--- src/rtl/bist_pkg.sv ---
package bist_pkg;

    typedef enum logic [1:0] {
        ST_IDLE = 2'd0,
        ST_RUN  = 2'd1,
        ST_DONE = 2'd2
    } bist_state_e;

    localparam int unsigned DEF_WIDTH = 4;
    localparam int unsigned DEF_CNT_W = 8;

endpackage

--- src/rtl/bist_lfsr_gen.sv ---
module bist_lfsr_gen #(
    parameter int unsigned WIDTH    = 4,
    parameter logic [WIDTH-1:0] TAPS     = 4'b0011,
    parameter logic [WIDTH-1:0] RST_SEED = 4'b1000
) (
    input  logic             clk_i,
    input  logic             rst_ni,
    input  logic             load_i,
    input  logic [WIDTH-1:0] load_val_i,
    input  logic             step_i,
    output logic [WIDTH-1:0] state_o
);

    typedef struct packed {
        logic [WIDTH-1:0] lfsr;
    } gen_regs_t;

    gen_regs_t r_d, r_q;
    logic      fb;

    always_comb begin
        r_d = r_q;
        fb  = ^(r_q.lfsr & TAPS);
        if (load_i) begin
            r_d.lfsr = load_val_i;
        end else if (step_i) begin
            r_d.lfsr = {fb, r_q.lfsr[WIDTH-1:1]};
        end
    end

    always_ff @(posedge clk_i or negedge rst_ni) begin
        if (!rst_ni) begin
            r_q.lfsr <= RST_SEED;
        end else begin
            r_q <= r_d;
        end
    end

    assign state_o = r_q.lfsr;

    assert_state_nonzero_R2: assert property (@(posedge clk_i) disable iff (!rst_ni)
        r_q.lfsr != '0);

    assert_no_load_step_R3: assert property (@(posedge clk_i) disable iff (!rst_ni)
        !(load_i && step_i));

    assert_hold_idle_R8: assert property (@(posedge clk_i) disable iff (!rst_ni)
        (!load_i && !step_i) |=> $stable(r_q.lfsr));

endmodule

--- src/rtl/bist_misr.sv ---
module bist_misr #(
    parameter int unsigned WIDTH = 4,
    parameter logic [WIDTH-1:0] TAPS = 4'b0011
) (
    input  logic             clk_i,
    input  logic             rst_ni,
    input  logic             clear_i,
    input  logic             step_i,
    input  logic [WIDTH-1:0] resp_i,
    output logic [WIDTH-1:0] sig_o
);

    typedef struct packed {
        logic [WIDTH-1:0] sig;
    } misr_regs_t;

    misr_regs_t r_d, r_q;
    logic       fb;

    always_comb begin
        r_d = r_q;
        fb  = ^(r_q.sig & TAPS);
        if (clear_i) begin
            r_d.sig = '0;
        end else if (step_i) begin
            r_d.sig = {fb, r_q.sig[WIDTH-1:1]} ^ resp_i;
        end
    end

    always_ff @(posedge clk_i or negedge rst_ni) begin
        if (!rst_ni) begin
            r_q.sig <= '0;
        end else begin
            r_q <= r_d;
        end
    end

    assign sig_o = r_q.sig;

    assert_clear_zero_R3: assert property (@(posedge clk_i) disable iff (!rst_ni)
        $past(clear_i) |-> (r_q.sig == '0));

    assert_sig_hold_R4: assert property (@(posedge clk_i) disable iff (!rst_ni)
        (!clear_i && !step_i) |=> $stable(r_q.sig));

endmodule

--- src/rtl/bist_ctrl.sv ---
module bist_ctrl
    import bist_pkg::*;
#(
    parameter int unsigned WIDTH    = 4,
    parameter int unsigned CNT_W    = 8,
    parameter logic [WIDTH-1:0] RST_SEED = 4'b1000,
    parameter logic [WIDTH-1:0] EXP_SIG  = 4'h0
) (
    input  logic             clk_i,
    input  logic             rst_ni,
    input  logic             start_i,
    input  logic [WIDTH-1:0] seed_i,
    input  logic [CNT_W-1:0] count_i,
    input  logic [WIDTH-1:0] sig_i,
    output logic             load_o,
    output logic [WIDTH-1:0] load_val_o,
    output logic             step_o,
    output logic             clear_o,
    output logic             done_o,
    output logic             pass_o,
    output logic             err_o
);

    localparam logic [CNT_W-1:0] CNT_ONE = CNT_W'(1);

    typedef struct packed {
        bist_state_e      state;
        logic [CNT_W-1:0] cnt;
        logic [CNT_W-1:0] lim;
        logic             err;
    } ctrl_regs_t;

    ctrl_regs_t r_d, r_q;

    always_comb begin
        r_d        = r_q;
        load_o     = 1'b0;
        load_val_o = RST_SEED;
        step_o     = 1'b0;
        clear_o    = 1'b0;
        unique case (r_q.state)
            ST_IDLE: begin
                if (start_i) begin
                    load_o = 1'b1;
                    if (seed_i == '0) begin
                        load_val_o = RST_SEED;
                        r_d.err    = 1'b1;
                    end else begin
                        load_val_o = seed_i;
                        clear_o    = 1'b1;
                        r_d.err    = 1'b0;
                        r_d.cnt    = '0;
                        r_d.lim    = count_i;
                        r_d.state  = (count_i == '0) ? ST_DONE : ST_RUN;
                    end
                end
            end
            ST_RUN: begin
                step_o  = 1'b1;
                r_d.cnt = r_q.cnt + CNT_ONE;
                if (r_q.cnt == r_q.lim - CNT_ONE) begin
                    r_d.state = ST_DONE;
                end
            end
            ST_DONE: begin
                r_d.state = ST_IDLE;
            end
            default: begin
                r_d.state = ST_IDLE;
            end
        endcase
    end

    always_ff @(posedge clk_i or negedge rst_ni) begin
        if (!rst_ni) begin
            r_q.state <= ST_IDLE;
            r_q.cnt   <= '0;
            r_q.lim   <= '0;
            r_q.err   <= 1'b0;
        end else begin
            r_q <= r_d;
        end
    end

    assign done_o = (r_q.state == ST_DONE);
    assign pass_o = done_o && (sig_i == EXP_SIG);
    assign err_o  = r_q.err;

    assert_done_pulse_R6: assert property (@(posedge clk_i) disable iff (!rst_ni)
        done_o |=> !done_o);

    assert_pass_with_done_R7: assert property (@(posedge clk_i) disable iff (!rst_ni)
        pass_o |-> done_o);

    assert_err_idle_R5: assert property (@(posedge clk_i) disable iff (!rst_ni)
        err_o |-> (r_q.state == ST_IDLE));

    assert_limit_stable_R8: assert property (@(posedge clk_i) disable iff (!rst_ni)
        (r_q.state == ST_RUN) |=> $stable(r_q.lim));

    assert_count_bound_R6: assert property (@(posedge clk_i) disable iff (!rst_ni)
        (r_q.state == ST_RUN) |-> (r_q.cnt < r_q.lim));

endmodule

--- src/rtl/bist_engine.sv ---
module bist_engine
    import bist_pkg::*;
#(
    parameter int unsigned WIDTH    = DEF_WIDTH,
    parameter int unsigned CNT_W    = DEF_CNT_W,
    parameter logic [WIDTH-1:0] TAPS     = 4'b0011,
    parameter logic [WIDTH-1:0] RST_SEED = 4'b1000,
    parameter logic [WIDTH-1:0] EXP_SIG  = 4'h0
) (
    input  logic             clk_i,
    input  logic             rst_ni,
    input  logic             start_i,
    input  logic [WIDTH-1:0] seed_i,
    input  logic [CNT_W-1:0] count_i,
    output logic [WIDTH-1:0] pat_o,
    input  logic [WIDTH-1:0] resp_i,
    output logic [WIDTH-1:0] sig_o,
    output logic             done_o,
    output logic             pass_o,
    output logic             seed_err_o
);

    logic             load;
    logic [WIDTH-1:0] load_val;
    logic             step;
    logic             clear;

    bist_ctrl #(
        .WIDTH    (WIDTH),
        .CNT_W    (CNT_W),
        .RST_SEED (RST_SEED),
        .EXP_SIG  (EXP_SIG)
    ) ctrl_i (
        .clk_i      (clk_i),
        .rst_ni     (rst_ni),
        .start_i    (start_i),
        .seed_i     (seed_i),
        .count_i    (count_i),
        .sig_i      (sig_o),
        .load_o     (load),
        .load_val_o (load_val),
        .step_o     (step),
        .clear_o    (clear),
        .done_o     (done_o),
        .pass_o     (pass_o),
        .err_o      (seed_err_o)
    );

    bist_lfsr_gen #(
        .WIDTH    (WIDTH),
        .TAPS     (TAPS),
        .RST_SEED (RST_SEED)
    ) gen_i (
        .clk_i      (clk_i),
        .rst_ni     (rst_ni),
        .load_i     (load),
        .load_val_i (load_val),
        .step_i     (step),
        .state_o    (pat_o)
    );

    bist_misr #(
        .WIDTH (WIDTH),
        .TAPS  (TAPS)
    ) misr_i (
        .clk_i   (clk_i),
        .rst_ni  (rst_ni),
        .clear_i (clear),
        .step_i  (step),
        .resp_i  (resp_i),
        .sig_o   (sig_o)
    );

    assert_err_no_clear_R5: assert property (@(posedge clk_i) disable iff (!rst_ni)
        $rose(seed_err_o) |-> (pat_o == RST_SEED));

endmodule

--- config.mk ---
export PLATFORM = sky130hd
export DESIGN_NAME = bist_engine
export DESIGN_NICKNAME = d
export VERILOG_FILES = /design/src/rtl/bist_pkg.sv /design/src/rtl/bist_lfsr_gen.sv /design/src/rtl/bist_misr.sv /design/src/rtl/bist_ctrl.sv /design/src/rtl/bist_engine.sv
export SDC_FILE = /design/constraint.sdc
export NUM_CORES = 1
export LEC_CHECK = 0
export BUFFER_PORTS_ARGS = -buffer_cell sky130_fd_sc_hd__buf_4
export CORE_AREA = 10 10 65 67
export DETAILED_ROUTE_END_ITERATION = 12
export DIE_AREA = 0 0 75 77
export PLACE_DENSITY_LB_ADDON = 0.3
export SLEW_MARGIN = 5
export SYNTH_ARGS = -nofsm -noshare
export SYNTH_HDL_FRONTEND = slang
export SYNTH_HIERARCHICAL = 1
export SYNTH_SLANG_ARGS = --single-unit
--- constraint.sdc ---
create_clock -name clk_i -period 2.4 [get_ports clk_i]
set_clock_uncertainty 0.15 [all_clocks]
set_input_delay 0.24 -clock clk_i [delete_from_list [all_inputs] [get_ports clk_i]]
set_output_delay 0.24 -clock clk_i [all_outputs]
set_load 0.02 [all_outputs]
==> results_dict.tcl, run 1 <==
set metrics [dict create \
    rsz_0062_raised_after_global_routing "false" \
    critical-path-slowest-cell "sky130_fd_sc_hd__dfrtp_1" \
    synth_cell_count_leaders "sky130_fd_sc_hd__dfrtp_1, sky130_fd_sc_hd__o21ai_0, sky130_fd_sc_hd__nand2_1, sky130_fd_sc_hd__xnor2_1" \
    gp_congestion 0.9770 \
    post_route_cells_drive_above_1_share_pct 26.70 \
    holdCritPathClass "in2reg" \
    cts_tree "done" \
    final_cell_area_mm2 0.001922 \
    grt_antenna_before_repair 0 \
    synth.net_count 172 \
    first_global_vias 1269 \
    vias_per_cell 5.938 \
    final.setup.tns_ns 0 \
    worstPathRequired_ns 2.48 \
    report.final.setup_viol 0 \
    grt.overflow.total 0 \
    path_cells "inv_1 > ha_1 > nor3b_1 > a22o_1 > o2111ai_1 > a211o_2" \
    netlist_area_mm2 0.001554 \
    drv_cap 0 \
    layout.nets 213 \
    first_iter_violations 115 \
    crit_arrival_ns 2.20 \
    leakagePower_nw 0.8549 \
    hold_ws_ns 0.004503 \
    worst_skew_pair.late_latency_ns 0.32 \
    cp_slowest_stage_delay_ns 0.45 \
    synth_enable_flop_cells 0 \
    register_bit_total_from_synthesis 27 \
    chip_width_um 75 \
    async_flop_share_pct 100.0 \
    critPathCaptureType "flip-flop" \
    power.density_mw_per_mm2 1259 \
    period_minus_slack_ns 2.121 \
    insertedDiodeCount 0 \
    fin_crit_sh_pct 88.39 \
    detailroute.via_count 1330 \
    clock_sinks 27 \
    start_util_pct 52.18 \
    core-area_mm2 0.002978 \
    timing_worst_slew_pin_value_ns 0.5041 \
    achievable-frequency_mhz 471.4 \
    wire_length_after_detailed_routing_mm 3.718 \
    cts-buffers-inserted 3 \
    drt-pass1-iter-count 4 \
    cts_max_level 1 \
    critical_path.max_fanout 5 \
    clk_pin_slew_ns 0.15 \
    yosys.area.top_type_share_pct 41.87 \
    antenna_violating_nets_left 0 \
    timing_worst_setup_path_type "reg2reg" \
    grt_pass1_wl_mm 5.996 \
    synth_top_cell_by_area "sky130_fd_sc_hd__dfrtp_1" \
    synth.distinct_cells 40 \
    port_buffers 29 \
    timing_max_transition_violations_final 0 \
    dpl-instance-area_mm2 0.001824 \
    timing_hold_violations_final 0 \
    area.growth.synth_to_final_pct 23.67 \
    report.power.total_mw 2.419 \
    relSlewSlack_pct 66.32 \
    netlist_instances 151 \
    cell_family_with_the_largest_share_of_critical_path_delay "compound AO/OA/AOI/OAI gates" \
    design.die.area_mm2 0.005775 \
    max_clock_buf_depth 2 \
    cts_resized 0 \
    drc 0 \
    dp_hpwl_mm 2.740 \
    post_cts_buffers 0 \
    crit_buf_inv 1 \
    groute.usage.overall_pct 12.68 \
    synth_area_per_cell_um2 10.29 \
    floorplan.io_pins 30 \
    grt_start_max_net_pins 28 \
    sequential_element_share_of_the_synthesized_area_pct 43.56 \
    status "complete, no violations" \
    avgRoutedWirePerCell_um 16.60 \
    vdd_drop_max_mv 0.5814 \
    ys_top_cells_by_area "sky130_fd_sc_hd__dfrtp_1, sky130_fd_sc_hd__mux2_2, sky130_fd_sc_hd__xnor2_1" \
    cp_launch_type "flip-flop" \
    row_count 20 \
    synth_top_flop_cell "sky130_fd_sc_hd__dfrtp_1" \
    cts.root.buffer_cell "sky130_fd_sc_hd__clkbuf_4" \
    die-height_um 77 \
    ys_warn_count 6 \
    synth.most_common_cell "sky130_fd_sc_hd__dfrtp_1" \
]
## metrics by stage
| step | instances | util (%) | setup slack (ns) |
|---|---|---|---|
| 2_1_floorplan | 151 | - | 0.4566 |
| 4_1_cts | 221 | 63.53 | 0.2792 |
| 3_3_place_gp | 213 | 61.26 | 0.4344 |
| 5_1_grt | 224 | 64.54 | 0.09208 |
| 6_report | 224 | 64.54 | 0.2787 |
| 3_5_place_dp | 213 | 61.26 | 0.2970 |
## registers in the layout, indices dropped and copies added (netlist names)
register and count:
gen_i/state_o 4, misr_i/sig_o 4, ctrl_i/r_q 18, ctrl_i/err_o 1
## what timing repair did
item | CTS | global route
endpoints found under the setup margin | 0 | 0
hold buffers | 4 | 3
endpoints found under the hold margin | 30 | 3
## worst min-delay path, cell delays in order
cell and delay (ns):
sky130_fd_sc_hd__buf_4 0.09, sky130_fd_sc_hd__nand2_1 0.04, sky130_fd_sc_hd__o21ai_0 0.07
## routing by layer
metal  GRT usage (%)  routed length, µm
met5               0                  0
met4           3.030                 28
met3           2.831                250
met2           20.17               1811
met1           16.69               1628
## cells in the final DEF, fill, tap and decap left out, types with 2 or more instances in the layout
master	count
sky130_fd_sc_hd__nor4_1	4
sky130_fd_sc_hd__inv_1	4
sky130_fd_sc_hd__dfrtp_1	26
sky130_fd_sc_hd__nand2b_1	2
sky130_fd_sc_hd__buf_4	33
sky130_fd_sc_hd__and3_1	3
sky130_fd_sc_hd__clkbuf_4	3
sky130_fd_sc_hd__a211oi_1	4
sky130_fd_sc_hd__nand3_1	2
sky130_fd_sc_hd__ha_1	2
sky130_fd_sc_hd__o2111ai_1	2
sky130_fd_sc_hd__o21ai_0	13
sky130_fd_sc_hd__a22o_1	2
sky130_fd_sc_hd__dlygate4sd3_1	7
sky130_fd_sc_hd__nor3_1	4
sky130_fd_sc_hd__a21oi_1	6
sky130_fd_sc_hd__mux2i_1	4
sky130_fd_sc_hd__xnor2_1	9
sky130_fd_sc_hd__nor2_1	8
sky130_fd_sc_hd__nand2_1	9
sky130_fd_sc_hd__nor2b_1	2
sky130_fd_sc_hd__and2_1	3
sky130_fd_sc_hd__or3_1	5
sky130_fd_sc_hd__xor2_1	6
sky130_fd_sc_hd__or4_1	2
sky130_fd_sc_hd__mux2_2	8
sky130_fd_sc_hd__o211ai_1	3
## final cells by class
class	instances	area, µm²
flip-flops and latches	27	676.9
clock inverters	1	5.005
repair buffers	40	317.8
multi-input cells	116	843.3
well taps	33	41.29
inverters	4	15.01
fillers	223	1056
clock buffers	3	22.52
## report_power, final
| group | total (mW) | switching (mW) | internal (mW) |
|---|---|---|---|
| Combinational | 1.25 | 0.582 | 0.672 |
| Sequential | 0.968 | 0.293 | 0.675 |
| Clock | 0.198 | 0.136 | 0.0624 |
| Total | 2.42 | 1.01 | 1.41 |
## logic make-up after synthesis
group | share of synthesized area, %
AO/OA/AOI/OAI | 14.98
AND/OR/NAND/NOR | 17.87
multiplexers | 8.374
adder cells (fa/ha/maj) | 1.610
buffers and inverters | 2.173
XOR/XNOR | 11.43
flip-flops | 43.56
## final timing paths
| path | cells past startpoint | slack [ns] | start | end |
|---|---|---|---|---|
| worst max-delay path | 6 | 0.28 | ctrl_i/r_q[1] | ctrl_i/r_q[17] |
| worst min-delay path | 3 | 0.005 | count_i[0] | ctrl_i/r_q[1] |
| worst max register to register | 6 | 0.28 | ctrl_i/r_q[1] | ctrl_i/r_q[17] |
| worst min register to register | 1 | 0.38 | ctrl_i/err_o | ctrl_i/err_o |
| max in group asynchronous | 2 | 1.61 | rst_ni | gen_i/state_o[3] |
| min in group asynchronous | 2 | 0.19 | rst_ni | gen_i/state_o[0] |
(Power assumes the default switching activity.)
==> run 2: changes to the inputs <==
--- a/config.mk
+++ b/config.mk
@@ -7,6 +7,7 @@
 export LEC_CHECK = 0
 export BUFFER_PORTS_ARGS = -buffer_cell sky130_fd_sc_hd__buf_4
 export CORE_AREA = 10 10 65 67
+export CTS_BUF_LIST = sky130_fd_sc_hd__clkbuf_2 sky130_fd_sc_hd__clkbuf_4 sky130_fd_sc_hd__clkbuf_8
 export DETAILED_ROUTE_END_ITERATION = 12
 export DIE_AREA = 0 0 75 77
 export PLACE_DENSITY_LB_ADDON = 0.3
==> constraint.sdc (replaced) <==
create_clock -name clk_i -period 2.16 [get_ports clk_i]
set_clock_uncertainty 0.15 [all_clocks]
set_input_delay 0.216 -clock clk_i [delete_from_list [all_inputs] [get_ports clk_i]]
set_output_delay 0.216 -clock clk_i [all_outputs]
set_load 0.02 [all_outputs]
==> run 2 against run 1 <==
Flip-flop and latch count unchanged. Global-route usage increased by 1.1 points. Via count decreased by 0.15%. Die area unchanged. Non-clock buffer count increased by 4. Combinational power increased by 16%. First-iteration DRC count decreased by 53%. Register-to-register slack got worse by 0.17 ns. Clock-buffer cell count unchanged. Sequential power increased by 11%. Power increased by 13%. Worst setup slack got worse by 0.17 ns.
==> results_dict.tcl, run 2 (synthesis gave the netlist of run 1 again) <==
set metrics [dict create \
    status "complete, no violations" \
    post_route_cells_drive_above_1_share_pct 27.18 \
    largest_register_ff_count 18 \
    period_minus_slack_ns 2.052 \
    area.growth.synth_to_final_pct 26.57 \
    r2r-start "ctrl_i/r_q[1]" \
    critPathCaptureType "flip-flop" \
    post_cts_buffers 0 \
    dp_hpwl_mm 2.851 \
    hold-path-endpoint "misr_i/sig_o[1]" \
    design.die.area_mm2 0.005775 \
    setup_slack_of_the_critical_path_after_layout_ns 0.1081 \
    worst-r2r-cell-count 6 \
    min_delay_path_depth 3 \
    chip_width_um 75 \
    detailroute.via_count 1328 \
    clock_sinks 27 \
    grt_pass1_wl_mm 6.327 \
    timing_worst_slew_pin_value_ns 0.4174 \
    grt_start_max_net_pins 28 \
    floorplan.io_pins 30 \
    cts.root.buffer_cell "sky130_fd_sc_hd__clkbuf_4" \
    start_util_pct 52.18 \
    first_iter_violations 54 \
    drv_cap 0 \
    dpl-instance-area_mm2 0.001832 \
    power.density_mw_per_mm2 1388 \
    holdCritPathClass "in2reg" \
    die-height_um 77 \
    leakagePower_nw 0.8697 \
    achievable-frequency_mhz 487.4 \
    timing_worst_setup_path_type "reg2reg" \
    relSlewSlack_pct 71.92 \
    report.power.total_mw 2.730 \
    final_cell_area_mm2 0.001967 \
    rsz_0062_raised_after_global_routing "false" \
    row_count 20 \
    grt.overflow.total 0 \
    core-area_mm2 0.002978 \
    drc 0 \
    first_global_vias 1339 \
    cts-buffers-inserted 3 \
    worstPathRequired_ns 2.24 \
    critical_path.max_fanout 5 \
    timing_hold_violations_final 0 \
    final.setup.tns_ns 0 \
    timing_max_transition_violations_final 0 \
    r2r_setup_slack_ns 0.11 \
    avgRoutedWirePerCell_um 16.81 \
    worst_skew_pair.late_latency_ns 0.33 \
    timing.critical_path.from "ctrl_i/r_q[1]" \
    max_clock_buf_depth 2 \
    vias_per_cell 5.825 \
    port_buffers 29 \
    drt-pass1-iter-count 5 \
    mostFrequentLayoutCell "sky130_fd_sc_hd__buf_4" \
    fin_crit_sh_pct 95.00 \
    layout.nets 217 \
    cp_launch_type "flip-flop" \
    most-common-layout-cells "sky130_fd_sc_hd__buf_4, sky130_fd_sc_hd__dfrtp_1, sky130_fd_sc_hd__o21ai_0" \
    cts_max_level 1 \
    grt_antenna_before_repair 0 \
    crit_arrival_ns 2.13 \
    max_flop_register "ctrl_i/r_q" \
    groute.usage.overall_pct 13.78 \
    place_worst_setup_slack_ns 0.01130 \
    vdd_drop_max_mv 0.5712 \
    report.final.setup_viol 0 \
    hold_ws_ns 0.02086 \
    cts_tree "done" \
    wire_length_after_detailed_routing_mm 3.832 \
    antenna_violating_nets_left 0 \
    crit-reg2reg-capture "ctrl_i/r_q[17]" \
    insertedDiodeCount 0 \
    timing.hold.worst.start "resp_i[1]" \
    gp_congestion 0.9007 \
    clk_pin_slew_ns 0.15 \
]
run 2: cell type report:
cell class	count	area, µm²
clock buffer	3	22.52
clock inverter	1	7.507
fill	235	1011
inverter	4	15.01
multi-input combinational	116	848.3
sequential	27	676.9
tap	33	41.29
timing repair buffer	44	355.3
run 2: worst max-delay path by stage:
stage | slack [ns] | depth (start not counted) | endpoint
final | 0.11 | 6 | ctrl_i/r_q[17]
after global routing | 0.04 | 6 | ctrl_i/r_q[17]
after CTS | 0.11 | 6 | ctrl_i/r_q[17]
after detailed placement | 0.01 | 6 | ctrl_i/r_q[17]
after global placement | 0.22 | 6 | ctrl_i/r_q[17]
after floorplan | 0.22 | 5 | ctrl_i/r_q[3]
run 2: stage by stage:
stage	util, %	std cells
2_1_floorplan	-	151
3_3_place_gp	61.51	214
3_5_place_dp	61.51	214
4_1_cts	65.71	227
5_1_grt	66.05	228
6_report	66.05	228
run 2: power breakdown:
group          switching (mW)  total [mW]  internal, mW  leakage (nW)
registers               0.316        1.07         0.750         0.325
clock network           0.148       0.219        0.0708        0.0139
logic                   0.681        1.45         0.765         0.531
run 2: timing repair:
action | in CTS | in global routing
endpoints found under the setup margin | 1 | 0
hold endpoints to repair | 35 | 1
hold buffers | 9 | 1
gates resized for setup | 1 | 0
run 2: critical path, cell delays in order, from the launching register on:
cell,delay (ns)
sky130_fd_sc_hd__dfrtp_1,0.45
sky130_fd_sc_hd__inv_1,0.09
sky130_fd_sc_hd__ha_1,0.20
sky130_fd_sc_hd__nor3b_2,0.34
sky130_fd_sc_hd__a22o_1,0.22
sky130_fd_sc_hd__o2111ai_1,0.14
sky130_fd_sc_hd__a211o_2,0.36
run 2: layer usage:
metal | wire length (µm) | track usage, % | share of wire, %
met3 | 232 | 2.445 | 6.1
met1 | 1631 | 17.29 | 43
met5 | 0 | 0 | 0
met4 | 79 | 5.303 | 2.1
met2 | 1888 | 22.40 | 49
==> run 3: changes to the inputs <==
--- a/config.mk
+++ b/config.mk
@@ -6,10 +6,10 @@
 export NUM_CORES = 1
 export LEC_CHECK = 0
 export BUFFER_PORTS_ARGS = -buffer_cell sky130_fd_sc_hd__buf_4
-export CORE_AREA = 10 10 65 67
+export CORE_AREA = 10 10 64 66
 export CTS_BUF_LIST = sky130_fd_sc_hd__clkbuf_2 sky130_fd_sc_hd__clkbuf_4 sky130_fd_sc_hd__clkbuf_8
 export DETAILED_ROUTE_END_ITERATION = 12
-export DIE_AREA = 0 0 75 77
+export DIE_AREA = 0 0 74 76
 export PLACE_DENSITY_LB_ADDON = 0.3
 export SLEW_MARGIN = 5
 export SYNTH_ARGS = -nofsm -noshare
==> run 3 against run 2 <==
Maximum frequency rose by 0.89%. First-iteration DRC count rose by 7.4%. Clock power rose by 2%. Core utilization rose by 1.7 points. Clock-buffer cell count did not move. Flip-flop and latch count did not move. Worst setup slack improved by 0.018 ns. Sequential share of layout area fell by 0.22 points. Final cell count did not move. Highest routed layer unchanged.
==> results_dict.tcl, run 3 (synthesis gave the netlist of run 1 again) <==
set metrics [dict create \
    final_cell_area_mm2 0.001983 \
    post_route_cells_drive_above_1_share_pct 27.18 \
    grt.overflow.total 0 \
    hold-path-endpoint "misr_i/sig_o[0]" \
    rsz_0062_raised_after_global_routing "false" \
    holdCritPathClass "in2reg" \
    cp_launch_type "flip-flop" \
    drv_cap 0 \
    design.die.area_mm2 0.005624 \
    final.setup.tns_ns 0 \
    final-instance-count-excl-fill 228 \
    layout.nets 217 \
    detailroute.via_count 1314 \
    drc 0 \
    post_cts_buffers 0 \
    wire_length_after_detailed_routing_mm 3.861 \
    cts.root.buffer_cell "sky130_fd_sc_hd__clkbuf_4" \
    power.density_mw_per_mm2 1368 \
    critical_path.max_fanout 5 \
    die-height_um 76 \
    period_minus_slack_ns 2.034 \
    worst_skew_pair.late_latency_ns 0.32 \
    gp_congestion 0.8357 \
    r2r_setup_slack_ns 0.13 \
    max_flop_register "ctrl_i/r_q" \
    cts_tree "done" \
    power.share.combinational_pct 52.1 \
    drt-pass1-iter-count 4 \
    vdd_drop_max_mv 0.9583 \
    floorplan.io_pins 30 \
    first_global_vias 1315 \
    clkPwrFrac_pct 8.2 \
    place_inst 213 \
    internal_power_mw 1.589 \
    first_iter_violations 58 \
    critPathCaptureType "flip-flop" \
    timing.hold.worst.start "resp_i[0]" \
    core-area_mm2 0.002928 \
    start_util_pct 53.08 \
    mostFrequentLayoutCell "sky130_fd_sc_hd__buf_4" \
    cts_max_level 1 \
    achievable-frequency_mhz 491.7 \
    r2r-start "ctrl_i/r_q[1]" \
    avgRoutedWirePerCell_um 16.93 \
    cts-buffers-inserted 3 \
    grt_pass1_wl_mm 6.361 \
    cp_slowest_stage_delay_ns 0.47 \
    clock_sinks 27 \
    leakagePower_nw 0.8702 \
    worstPathRequired_ns 2.24 \
    worst-r2r-cell-count 6 \
    crit_arrival_ns 2.11 \
    dp_hpwl_mm 2.946 \
    timing_worst_setup_path_type "reg2reg" \
    grt_start_max_net_pins 28 \
    vias_per_cell 5.763 \
    area.growth.synth_to_final_pct 27.62 \
    report.final.setup_viol 0 \
    timing_worst_slew_pin_value_ns 0.4209 \
    timing_hold_violations_final 0 \
    insertedDiodeCount 0 \
    most-common-layout-cells "sky130_fd_sc_hd__buf_4, sky130_fd_sc_hd__dfrtp_1, sky130_fd_sc_hd__o21ai_0" \
    min_delay_path_depth 3 \
    groute.usage.overall_pct 13.75 \
    timing_max_transition_violations_final 0 \
    grt_antenna_before_repair 0 \
    netSwitchingPower_mw 1.124 \
    port_buffers 29 \
    largest_register_ff_count 18 \
    chip_width_um 74 \
    antenna_violating_nets_left 0 \
    critical-path-slowest-cell "sky130_fd_sc_hd__or3b_2" \
    filler_cell_count 229 \
    row_count 20 \
    fin_crit_sh_pct 94.16 \
    crit_buf_inv 1 \
    final_util_pct 67.74 \
    relSlewSlack_pct 71.82 \
    status "complete, no violations" \
    path_cells "inv_1 > ha_1 > or3b_2 > o21ai_0 > a41oi_1 > a211o_2" \
    sequentialPowerShare_pct 39.7 \
    max_clock_buf_depth 2 \
    dpl-instance-area_mm2 0.001837 \
    power.switching_fraction_pct 41.44 \
    report.power.total_mw 2.714 \
    cell_family_with_the_largest_share_of_critical_path_delay "compound AO/OA/AOI/OAI gates" \
    crit-reg2reg-capture "ctrl_i/r_q[17]" \
    clk_pin_slew_ns 0.15 \
]
==> run 3: cell types whose count changed in the layout (fill, tap and decap cells not counted), sizes merged <==
cell	before	now
buf	34	33
dlygate4sd3	10	11
==> run 3: final cells by class <==
cell class,count,area (µm²),area share (%)
clock buffers,3,22.52,1.136
clock inverters,1,7.507,0.3785
inverters,4,15.01,0.7571
multi-input cells,116,848.3,42.78
flip-flops and latches,27,678.2,34.20
well taps,33,41.29,2.082
repair buffers,44,370.4,18.68
==> run 3: worst max path at each step <==
| stage | start | depth (start not counted) | end |
|---|---|---|---|
| after floorplan | ctrl_i/r_q[17] | 5 | ctrl_i/r_q[3] |
| after global placement | ctrl_i/r_q[1] | 6 | ctrl_i/r_q[17] |
| after detailed placement | ctrl_i/r_q[1] | 6 | ctrl_i/r_q[17] |
| after CTS | ctrl_i/r_q[1] | 6 | ctrl_i/r_q[17] |
| after global routing | misr_i/sig_o[1] | 3 | pass_o |
| final | ctrl_i/r_q[1] | 6 | ctrl_i/r_q[17] |
==> run 3: layer usage <==
metal | share of wire (%) | GRT usage, % | up-vias
li1 | - | - | 647
met1 | 42 | 17.56 | 644
met2 | 52 | 22.53 | 19
met3 | 4.7 | 3.125 | 4
met4 | 0.78 | 3.172 | 0
met5 | 0 | 0 | -
==> run 3: repair_timing <==
item / in CTS / in global routing
hold endpoints to repair: 35 / 2
hold buffers: 9 / 2
resized for setup: 0 / 2
setup endpoints to repair: 0 / 2
==> run 3: power groups by stage <==
stage | clock network, mW | registers [mW] | logic, mW
floorplan | 0 | 1.09 | 0.942
global placement | 0 | 1.06 | 1.35
detailed placement | 0 | 1.08 | 1.40
CTS | 0.232 | 1.07 | 1.42
global route | 0.254 | 1.12 | 1.56
finish | 0.223 | 1.08 | 1.41
==> run 3: stage by stage <==
step                      worst slack (ns)  hold slack [ns]
after floorplan                     0.2166          -0.2296
final                               0.1262          0.01925
after CTS                          0.08889         0.005678
after global routing               0.01264         0.009346
after global placement              0.1559        -0.004217
after detailed placement            0.1102       -0.0003481
==> run 3: worst reg2reg max path, stage by stage, from the launching register on <==
cell                      delay [ns]
sky130_fd_sc_hd__dfrtp_1        0.46
sky130_fd_sc_hd__inv_1          0.09
sky130_fd_sc_hd__ha_1           0.20
sky130_fd_sc_hd__or3b_2         0.47
sky130_fd_sc_hd__o21ai_0        0.18
sky130_fd_sc_hd__a41oi_1        0.12
sky130_fd_sc_hd__a211o_2        0.27
